<file path="config.mk">
export PLATFORM = sky130hd
export DESIGN_NAME = sdram_burst_colgen
export DESIGN_NICKNAME = d
export VERILOG_FILES = /design/src/rtl/sdram_colgen_pkg.sv /design/src/rtl/burst_mode_decode.sv /design/src/rtl/burst_col_seq.sv /design/src/rtl/dqm_timing.sv /design/src/rtl/sdram_burst_colgen.sv
export SDC_FILE = /design/constraint.sdc
export NUM_CORES = 1
export LEC_CHECK = 0
export BUFFER_PORTS_ARGS = -buffer_cell sky130_fd_sc_hd__buf_4
export CORE_ASPECT_RATIO = 1.2
export CORE_MARGIN = 3
export CORE_UTILIZATION = 45
export CTS_CLUSTER_SIZE = 16
export DETAILED_ROUTE_END_ITERATION = 12
export PLACE_DENSITY = 0.67
export SYNTH_ARGS = -nofsm -noshare
export SYNTH_HDL_FRONTEND = slang
export SYNTH_SLANG_ARGS = --single-unit
</file>
<file path="constraint.sdc">
create_clock -name clk -period 3.6 [get_ports clk]
set_input_delay 0.72 -clock clk [delete_from_list [all_inputs] [get_ports clk]]
set_output_delay 0.72 -clock clk [all_outputs]
set_load 0.05 [all_outputs]
</file>
<file path="src/rtl/sdram_colgen_pkg.sv">
package sdram_colgen_pkg;

    typedef enum logic {
        ORD_LINEAR = 1'b0,
        ORD_XOR    = 1'b1
    } burst_order_e;

    localparam logic [2:0] LEN_ONE   = 3'b000;
    localparam logic [2:0] LEN_TWO   = 3'b001;
    localparam logic [2:0] LEN_FOUR  = 3'b010;
    localparam logic [2:0] LEN_EIGHT = 3'b011;
    localparam logic [2:0] LEN_PAGE  = 3'b111;

endpackage

</file>
<file path="src/rtl/burst_mode_decode.sv">
module burst_mode_decode
    import sdram_colgen_pkg::*;
#(
    parameter int COL_W = 8
) (
    input  logic [2:0]       len_code_i,
    input  logic             order_i,
    output logic [COL_W-1:0] len_mask_o,
    output logic             legal_o
);

    localparam logic [COL_W-1:0] PAGE_MASK = '1;

    always_comb begin
        len_mask_o = '0;
        legal_o    = 1'b0;
        case (len_code_i)
            LEN_ONE, LEN_TWO, LEN_FOUR, LEN_EIGHT: begin
                len_mask_o = COL_W'((32'd1 << len_code_i[1:0]) - 32'd1);
                legal_o    = 1'b1;
            end
            LEN_PAGE: begin
                len_mask_o = PAGE_MASK;
                legal_o    = (burst_order_e'(order_i) == ORD_LINEAR);
            end
            default: begin
                len_mask_o = '0;
                legal_o    = 1'b0;
            end
        endcase
    end

endmodule

</file>
<file path="src/rtl/burst_col_seq.sv">
module burst_col_seq
    import sdram_colgen_pkg::*;
#(
    parameter int COL_W = 8
) (
    input  logic             clk,
    input  logic             rst_n,
    input  logic             start_i,
    input  logic [COL_W-1:0] start_col_i,
    input  logic             order_i,
    input  logic             is_write_i,
    input  logic             stop_i,
    input  logic             legal_i,
    input  logic [COL_W-1:0] len_mask_i,
    output logic [COL_W-1:0] col_o,
    output logic             beat_valid_o,
    output logic             last_o,
    output logic             err_o,
    output logic             write_burst_o
);

    typedef struct packed {
        logic             active;
        logic             write;
        burst_order_e     order;
        logic [COL_W-1:0] base;
        logic [COL_W-1:0] mask;
        logic [COL_W-1:0] cnt;
        logic             err;
    } seq_state_t;

    seq_state_t s_d, s_q;
    logic       at_end;
    logic [COL_W-1:0] off_w, step_w;

    always_comb begin
        s_d     = s_q;
        s_d.err = 1'b0;
        at_end  = s_q.active && ((s_q.cnt == s_q.mask) || stop_i);
        if (start_i) begin
            if (legal_i) begin
                s_d.active = 1'b1;
                s_d.write  = is_write_i;
                s_d.order  = burst_order_e'(order_i);
                s_d.base   = start_col_i;
                s_d.mask   = len_mask_i;
                s_d.cnt    = '0;
            end else begin
                s_d.active = 1'b0;
                s_d.write  = 1'b0;
                s_d.err    = 1'b1;
            end
        end else if (s_q.active) begin
            if (at_end) begin
                s_d.active = 1'b0;
                s_d.write  = 1'b0;
            end else begin
                s_d.cnt = s_q.cnt + 1'b1;
            end
        end
    end

    always_ff @(posedge clk) begin
        if (!rst_n) begin
            s_q <= '0;
        end else begin
            s_q <= s_d;
        end
    end

    always_comb begin
        off_w  = s_q.base & s_q.mask;
        step_w = (s_q.order == ORD_XOR) ? (off_w ^ s_q.cnt) : (off_w + s_q.cnt);
        col_o  = (s_q.base & ~s_q.mask) | (step_w & s_q.mask);
    end

    assign beat_valid_o  = s_q.active;
    assign last_o        = at_end;
    assign err_o         = s_q.err;
    assign write_burst_o = s_q.active && s_q.write;

    p_last_needs_beat_r7: assert property (@(posedge clk) disable iff (!rst_n)
        last_o |-> beat_valid_o);

    p_stop_ends_r8: assert property (@(posedge clk) disable iff (!rst_n)
        (beat_valid_o && stop_i && !start_i) |=> !beat_valid_o);

    p_cnt_in_window_r2: assert property (@(posedge clk) disable iff (!rst_n)
        beat_valid_o |-> (s_q.cnt <= s_q.mask));

    p_err_no_beat_r6: assert property (@(posedge clk) disable iff (!rst_n)
        err_o |-> !beat_valid_o);

endmodule

</file>
<file path="src/rtl/dqm_timing.sv">
module dqm_timing #(
    parameter int RD_LAT = 2
) (
    input  logic clk,
    input  logic rst_n,
    input  logic dqm_i,
    input  logic beat_valid_i,
    input  logic write_burst_i,
    output logic wr_mask_o,
    output logic rd_oe_kill_o
);

    typedef struct packed {
        logic [RD_LAT-1:0] pipe;
    } dqm_state_t;

    dqm_state_t s_d, s_q;

    always_comb begin
        s_d         = s_q;
        s_d.pipe    = s_q.pipe << 1;
        s_d.pipe[0] = dqm_i;
    end

    always_ff @(posedge clk) begin
        if (!rst_n) begin
            s_q <= '0;
        end else begin
            s_q <= s_d;
        end
    end

    assign wr_mask_o    = dqm_i && write_burst_i;
    assign rd_oe_kill_o = s_q.pipe[RD_LAT-1];

    always_comb begin
        if (wr_mask_o) begin
            p_wr_mask_in_beat_r10: assert (beat_valid_i && dqm_i);
        end
    end

    generate
        if (RD_LAT == 2) begin : g_lat2_chk
            logic [1:0] seen_q;
            always_ff @(posedge clk) begin
                if (!rst_n) begin
                    seen_q <= '0;
                end else if (seen_q != 2'd2) begin
                    seen_q <= seen_q + 2'd1;
                end
            end
            p_rd_kill_delay_r11: assert property (@(posedge clk) disable iff (!rst_n)
                (seen_q == 2'd2) |-> (rd_oe_kill_o == $past(dqm_i, 2)));
        end
    endgenerate

endmodule

</file>
<file path="src/rtl/sdram_burst_colgen.sv">
module sdram_burst_colgen
    import sdram_colgen_pkg::*;
#(
    parameter int COL_W  = 8,
    parameter int RD_LAT = 2
) (
    input  logic             clk,
    input  logic             rst_n,
    input  logic             start_i,
    input  logic [COL_W-1:0] start_col_i,
    input  logic             is_write_i,
    input  logic             stop_i,
    input  logic [2:0]       len_code_i,
    input  logic             order_i,
    input  logic             dqm_i,
    output logic [COL_W-1:0] col_o,
    output logic             beat_valid_o,
    output logic             last_o,
    output logic             mode_err_o,
    output logic             wr_mask_o,
    output logic             rd_oe_kill_o
);

    logic [COL_W-1:0] len_mask_w;
    logic             legal_w;
    logic             write_burst_w;

    burst_mode_decode #(.COL_W(COL_W)) u_decode (
        .len_code_i (len_code_i),
        .order_i    (order_i),
        .len_mask_o (len_mask_w),
        .legal_o    (legal_w)
    );

    burst_col_seq #(.COL_W(COL_W)) u_seq (
        .clk           (clk),
        .rst_n         (rst_n),
        .start_i       (start_i),
        .start_col_i   (start_col_i),
        .order_i       (order_i),
        .is_write_i    (is_write_i),
        .stop_i        (stop_i),
        .legal_i       (legal_w),
        .len_mask_i    (len_mask_w),
        .col_o         (col_o),
        .beat_valid_o  (beat_valid_o),
        .last_o        (last_o),
        .err_o         (mode_err_o),
        .write_burst_o (write_burst_w)
    );

    dqm_timing #(.RD_LAT(RD_LAT)) u_dqm (
        .clk           (clk),
        .rst_n         (rst_n),
        .dqm_i         (dqm_i),
        .beat_valid_i  (beat_valid_o),
        .write_burst_i (write_burst_w),
        .wr_mask_o     (wr_mask_o),
        .rd_oe_kill_o  (rd_oe_kill_o)
    );

    p_start_gives_beat_r2: assert property (@(posedge clk) disable iff (!rst_n)
        (start_i && legal_w) |=> (beat_valid_o && !mode_err_o));

    p_bad_mode_flag_r6: assert property (@(posedge clk) disable iff (!rst_n)
        (start_i && !legal_w) |=> (mode_err_o && !beat_valid_o));

    p_page_linear_only_r5: assert property (@(posedge clk) disable iff (!rst_n)
        (start_i && (len_code_i == LEN_PAGE) && order_i) |=> !beat_valid_o);

endmodule

</file>
==> qor.yml, run 1 <==
grt_pass1_wl_um: 6440
ys.warnings.count: 0
cp.arrival_ns: 2.54
postLayoutCellArea_um2: 1930
die_w_um: 61.3
hold_ws_ns: 0.445
numCtsBuffers: 3
via_count: 1562
drt-total-wl_um: 3810
ys_seq_area_share_pct: 32.7
startpoint: "u_seq.s_q[1]$_SDFFE_PN0P_"
r2r_slack_ns: 1.59
required_ns: 2.88
start_kind: "flop"
cts_sinks: 27
n_antenna_cell: 0
power_density_nw_per_um2: 312
grt_util_met2_pct: 30.7
wl_per_cell_um: 13.9
clockBufferDepth: 2
route.detailed.drc: 0
die_area_um2: 4440
max_cap_viol_count: 0
place.detailed.hpwl_um: 2760
final_cell_mix: "nand2_1 (36), buf_4 (30), dfxtp_1 (27)"
synth_ff_type: "dfxtp_1"
syn_inst: 213
clkTransAtPathRegs_ns: 0.10
hold_path_class: "reg2reg"
min_period_ns: 3.26
cts_setup_buffers: 0
irDropWorstVdd_mv: 0.212
io_pins: 31
hold_violations: 0
antenna_found_initial: 0
fin_crit_sh_pct: 90.5
synth_edf_count: 0
grt_pass1_vias: 1406
grt_max_degree: 23
insertion_delay_ns: 0.28
die_h_um: 72.4
layout-drive-gt1-share_pct: 17.3
viasPerCell: 5.70
clockRootBuffer: "clkbuf_8"
fmax_ghz: 0.307
worstHoldStart: "u_dqm.s_q[0]$_SDFF_PN0_"
p_sw_share_pct: 29.4
power_frac_comb_pct: 16.9
cts.htree.levels: 1
cts.repair.resized: 0
n_fill_cell: 352
area_delta_synth_final_pct: 16.6
synthArstFlopShare_pct: 0
synth_area_um2: 1650
internal-power_mw: 0.425
switchingPower_mw: 0.177
cts_tree: "yes"
final_common_cell: "nand2_1"
setup_tns_ns: 0
worstSetupPathType: "reg2out"
synth-seq-cells: 27
gp_congestion: 0.967
timing.rr.start: "u_seq.s_q[4]$_SDFFE_PN0P_"
rows: 23
drt_first_iter_violations: 84
setup_viol: 0
port_buffers: 30
grt_usage_pct: 18.8
leakagePower_nw: 0.829
rsz0062_at_grt: "false"
clock-skew-final_ns: 0.00796
maxSlewViolCount: 0
drt_pre_antenna_iters: 4
ant_nets: 0
start_util_pct: 48.3
clkPwrFrac_pct: 30.2
worstPathMaxFanout: 7
timing_worst_slew_pin_value_ns: 0.731
final_nets: 265
relSlewSlack_pct: 51.2
avgSynthCellArea_um2: 7.77
dpl_cell_area_um2: 1880
grt.met1_usage_pct: 25.5
core_area_um2: 3420
yosys.cell_types.count: 45
synthesis.nets: 240
grt.busiest_layer: "met2"
grtUsageMet3_pct: 2.67
cp-end-kind: "output pin"
power_frac_seq_pct: 52.9
cts_hold_buf: 0
status: "finished clean"
grt-ovfl-total: 0
==> state kept, by name, summed over array words and instances, names as in the netlist <==
register and flops:
u_seq.err_o 1, u_seq.s_q 23, u_seq.beat_valid_o 1, u_dqm.s_q 2
==> per-stage QoR <==
stage | power (mW) | instances | setup WS, ns | util, %
after floorplan | 0.389 | 213 | 0.330 | -
after global placement | 0.426 | 270 | 0.722 | 54.9
after detailed placement | 0.427 | 270 | 0.666 | 54.9
after CTS | 0.606 | 274 | 0.338 | 56.3
after global routing | 0.630 | 274 | 0.127 | 56.3
final | 0.602 | 274 | 0.341 | 56.3
==> cells by family (layout without fill, tap and decap cells) <==
group	after synthesis	in the layout	synth area share [%]
xor+xnor	8	8	4.24
buf+inv	16	40	4.16
fa+ha+maj	9	9	7.26
mux	3	3	1.97
compound gates	52	52	20.5
simple gates	98	98	29.2
flops	27	27	32.7
==> power groups by stage <==
stage	Combinational, mW	Sequential [mW]	Clock [mW]
2_1_floorplan	0.0630	0.326	0
3_3_place_gp	0.101	0.325	0
3_5_place_dp	0.102	0.325	0
4_1_cts	0.102	0.318	0.186
5_1_grt	0.111	0.320	0.199
6_report	0.102	0.318	0.182
==> per-layer routing <==
layer	share of wire (%)	routed length [um]	up-vias
li1	-	-	812
met1	46	1760	706
met2	48	1810	42
met3	5.4	206	2
met4	0.76	29	0
met5	0	0	-
==> cell usage after synthesis (3+ instances only) <==
master,count,area share (%)
a21oi_1,21,6.4
and2_1,9,3.4
clkbuf_1,8,1.8
dfxtp_1,27,33
ha_1,8,6.1
inv_1,6,1.4
nand2_1,36,8.2
nand2b_1,3,1.1
nand3_1,8,2.4
nor2_1,18,4.1
nor2b_1,3,1.1
nor3_1,3,0.91
nor4_1,3,1.1
o21ai_0,10,3.0
o221ai_1,4,2.1
or4_1,3,1.4
xnor2_1,3,1.6
xor2_1,5,2.6
==> critical path, stage by stage (launching register included) <==
cell      delay, ns
dfxtp_1        0.49
ha_1           0.24
inv_1          0.07
fa_1           0.39
nor2b_1        0.11
o21ai_0        0.10
a211oi_1       0.30
o21ai_0        0.13
a31o_2         0.23
buf_4          0.18
==> layout make-up <==
cell class	instances	area (um2)	share of cell area (%)
clock buffers	3	41.3	2.14
clock inverters	1	7.51	0.389
inverters	6	22.5	1.17
multi-input cells	170	1040	54.2
flip-flops and latches	27	541	28.0
well taps	37	46.3	2.40
repair buffers	30	225	11.7
==> path summary, 6_finish.rpt <==
path                          endpoint  cells after the start
min            u_dqm.s_q[1]$_SDFF_PN0_                      1
max reg2reg  u_seq.s_q[4]$_SDFFE_PN0P_                      5
min reg2reg    u_dqm.s_q[1]$_SDFF_PN0_                      1
max                           col_o[6]                      9
Power figures use the tool's default switching activity.
==> run 2, diff against run 1 <==
- CORE_ASPECT_RATIO: 1.2 -> 0.75
==> run 2 against run 1 <==
Compared with the run above:
- register-to-register slack better by 0.03 ns
- critical path depth up 1
- global-route usage down 0.87 points
- largest power group unchanged
- power down 1.5%
==> qor.yml, run 2 (same netlist as run 1, synthesis figures left out) <==
drt_pre_antenna_iters: 5  # was 4
wl_per_cell_um: 13.4  # was 13.9 um
cp-end-kind: "output pin"  # unchanged
antenna_found_initial: 0  # unchanged
gp_congestion: 0.802  # was 0.967
fmax_ghz: 0.310  # was 0.307 GHz
max_cap_viol_count: 0  # unchanged
cp.arrival_ns: 2.50  # was 2.54 ns
clockRootBuffer: "clkbuf_8"  # unchanged
clkTransAtPathRegs_ns: 0.09  # was 0.10 ns
grt_max_degree: 23  # unchanged
die_w_um: 76.0  # was 61.3 um
viasPerCell: 5.49  # was 5.70
setup_tns_ns: 0  # unchanged
maxSlewViolCount: 0  # unchanged
drt-total-wl_um: 3840  # was 3810 um
worstPathMaxFanout: 4  # was 7
grt_pass1_wl_um: 6430  # was 6440 um
via_count: 1575  # was 1562
area_delta_synth_final_pct: 17.4  # was 16.6%
worstSetupPathType: "reg2out"  # unchanged
n_antenna_cell: 0  # unchanged
final_nets: 265  # unchanged
cts_sinks: 27  # unchanged
cts.htree.levels: 1  # unchanged
cts_tree: "yes"  # unchanged
cts_setup_buffers: 0  # unchanged
dpl_cell_area_um2: 1900  # was 1880 um2
clock-skew-final_ns: 0.00373  # was 0.00796 ns
hold_path_class: "reg2reg"  # unchanged
r2r-end: "u_seq.s_q[3]$_SDFFE_PN0P_"  # was u_seq.s_q[4]$_SDFFE_PN0P_
final_cell_mix: "nand2_1 (36), buf_4 (30), dfxtp_1 (27)"  # unchanged
hold_violations: 0  # unchanged
timing.rr.start: "u_seq.s_q[3]$_SDFFE_PN0P_"  # was u_seq.s_q[4]$_SDFFE_PN0P_
insertion_delay_ns: 0.27  # was 0.28 ns
die_area_um2: 4450  # was 4440 um2
start_util_pct: 48.6  # was 48.3%
reg.largest.list: "u_seq.s_q: 23 flops, u_dqm.s_q: 2 flops"  # unchanged
largest_reg_flops: 23  # unchanged
regMostFlops: "u_seq.s_q"  # unchanged
leakagePower_nw: 0.833  # was 0.829 nW
status: "finished clean"  # unchanged
cts.repair.resized: 0  # unchanged
port_buffers: 30  # unchanged
setup_viol: 0  # unchanged
fin_cells: 287  # was 274
clockBufferDepth: 2  # unchanged
power_density_nw_per_um2: 305  # was 312 nW/um2
postLayoutCellArea_um2: 1940  # was 1930 um2
worstHoldStart: "u_dqm.s_q[0]$_SDFF_PN0_"  # unchanged
irDropWorstVdd_mv: 0.266  # was 0.212 mV
drt_first_iter_violations: 52  # was 84
ant_nets: 0  # unchanged
wl_met1_um: 1900  # was 1760 um
cts_hold_buf: 0  # unchanged
rows: 18  # was 23
route.met3.wl_um: 253  # was 206 um
r2r_slack_ns: 1.62  # was 1.59 ns
wl_met2_um: 1630  # was 1810 um
place.detailed.hpwl_um: 2780  # was 2760 um
min_period_ns: 3.22  # was 3.26 ns
fin_crit_sh_pct: 89.6  # was 90.5%
relSlewSlack_pct: 51.3  # was 51.2%
grt_usage_pct: 18.0  # was 18.8%
r2r_cells: 5  # unchanged
grt-ovfl-total: 0  # unchanged
route.detailed.drc: 0  # unchanged
final_common_cell: "nand2_1"  # unchanged
dp_cells: 283  # was 270
rsz0062_at_grt: "false"  # unchanged
numCtsBuffers: 3  # unchanged
die_h_um: 58.5  # was 72.4 um
holdPathEnd: "u_dqm.s_q[1]$_SDFF_PN0_"  # unchanged
layout-drive-gt1-share_pct: 17.3  # unchanged
core_area_um2: 3400  # was 3420 um2
required_ns: 2.88  # about the same
routed.top_layer: "met4"  # unchanged
start_kind: "flop"  # unchanged
timing_worst_slew_pin_value_ns: 0.729  # was 0.731 ns
grt_pass1_vias: 1371  # was 1406
io_pins: 31  # unchanged
hold_depth: 1  # unchanged
-- run 2: cell count changes in the layout (fill, tap and decap cells not counted), sizes merged --
cell      previous run  this run
clkinvlp             1         0
clkinv               0         1
-- run 2: layer usage --
metal / vias to the layer above / track usage [%]
li1: 810 / -
met1: 716 / 24.4
met2: 45 / 28.2
met3: 4 / 4.89
met4: 0 / 5.68
met5: - / 0
-- run 2: worst max path at each step --
stage	slack (ns)	to	start
2_1_floorplan	0.33	col_o[7]	u_seq.s_q[16]$_SDFFE_PN0P_
3_3_place_gp	0.71	col_o[7]	u_seq.s_q[16]$_SDFFE_PN0P_
3_5_place_dp	0.68	col_o[7]	u_seq.s_q[16]$_SDFFE_PN0P_
4_1_cts	0.35	col_o[7]	u_seq.s_q[16]$_SDFFE_PN0P_
5_1_grt	0.12	col_o[7]	u_seq.s_q[16]$_SDFFE_PN0P_
6_report	0.38	col_o[6]	u_seq.s_q[9]$_SDFFE_PN0P_
-- run 2: cell type report --
class                   instances  area [um2]
clock buffers                   3        41.3
flip-flops and latches         27         541
repair buffers                 30         225
fillers                       340        1460
inverters                       6        22.5
multi-input cells             170        1040
clock inverters                 1        5.00
well taps                      50        62.6
-- run 2: where the power goes --
part           total, mW  internal, mW  switching [mW]  leakage, nW
logic              0.102        0.0372          0.0645        0.588
registers          0.318         0.309         0.00952        0.220
clock network      0.173        0.0776          0.0949       0.0255
total              0.592         0.423           0.169        0.833
-- run 2: stage by stage --
| stage | total power [mW] | worst slack [ns] | hold slack [ns] | util, % |
|---|---|---|---|---|
| final | 0.592 | 0.375 | 0.441 | 57.1 |
| after global routing | 0.619 | 0.115 | 0.469 | 57.1 |
| after CTS | 0.601 | 0.349 | 0.445 | 57.1 |
| after detailed placement | 0.427 | 0.678 | 0.422 | 55.7 |
| after global placement | 0.427 | 0.705 | 0.413 | 55.7 |
| after floorplan | 0.389 | 0.330 | 0.412 | - |
-- run 2: critical path, cell delays in order, from the launching register on --
cell and delay, ns:
dfxtp_1 0.39, and2_1 0.14, ha_1 0.17, inv_1 0.06
fa_1 0.38, nor2b_1 0.11, o21ai_0 0.11, a211oi_1 0.31
o21ai_0 0.14, a31o_2 0.24, buf_4 0.18
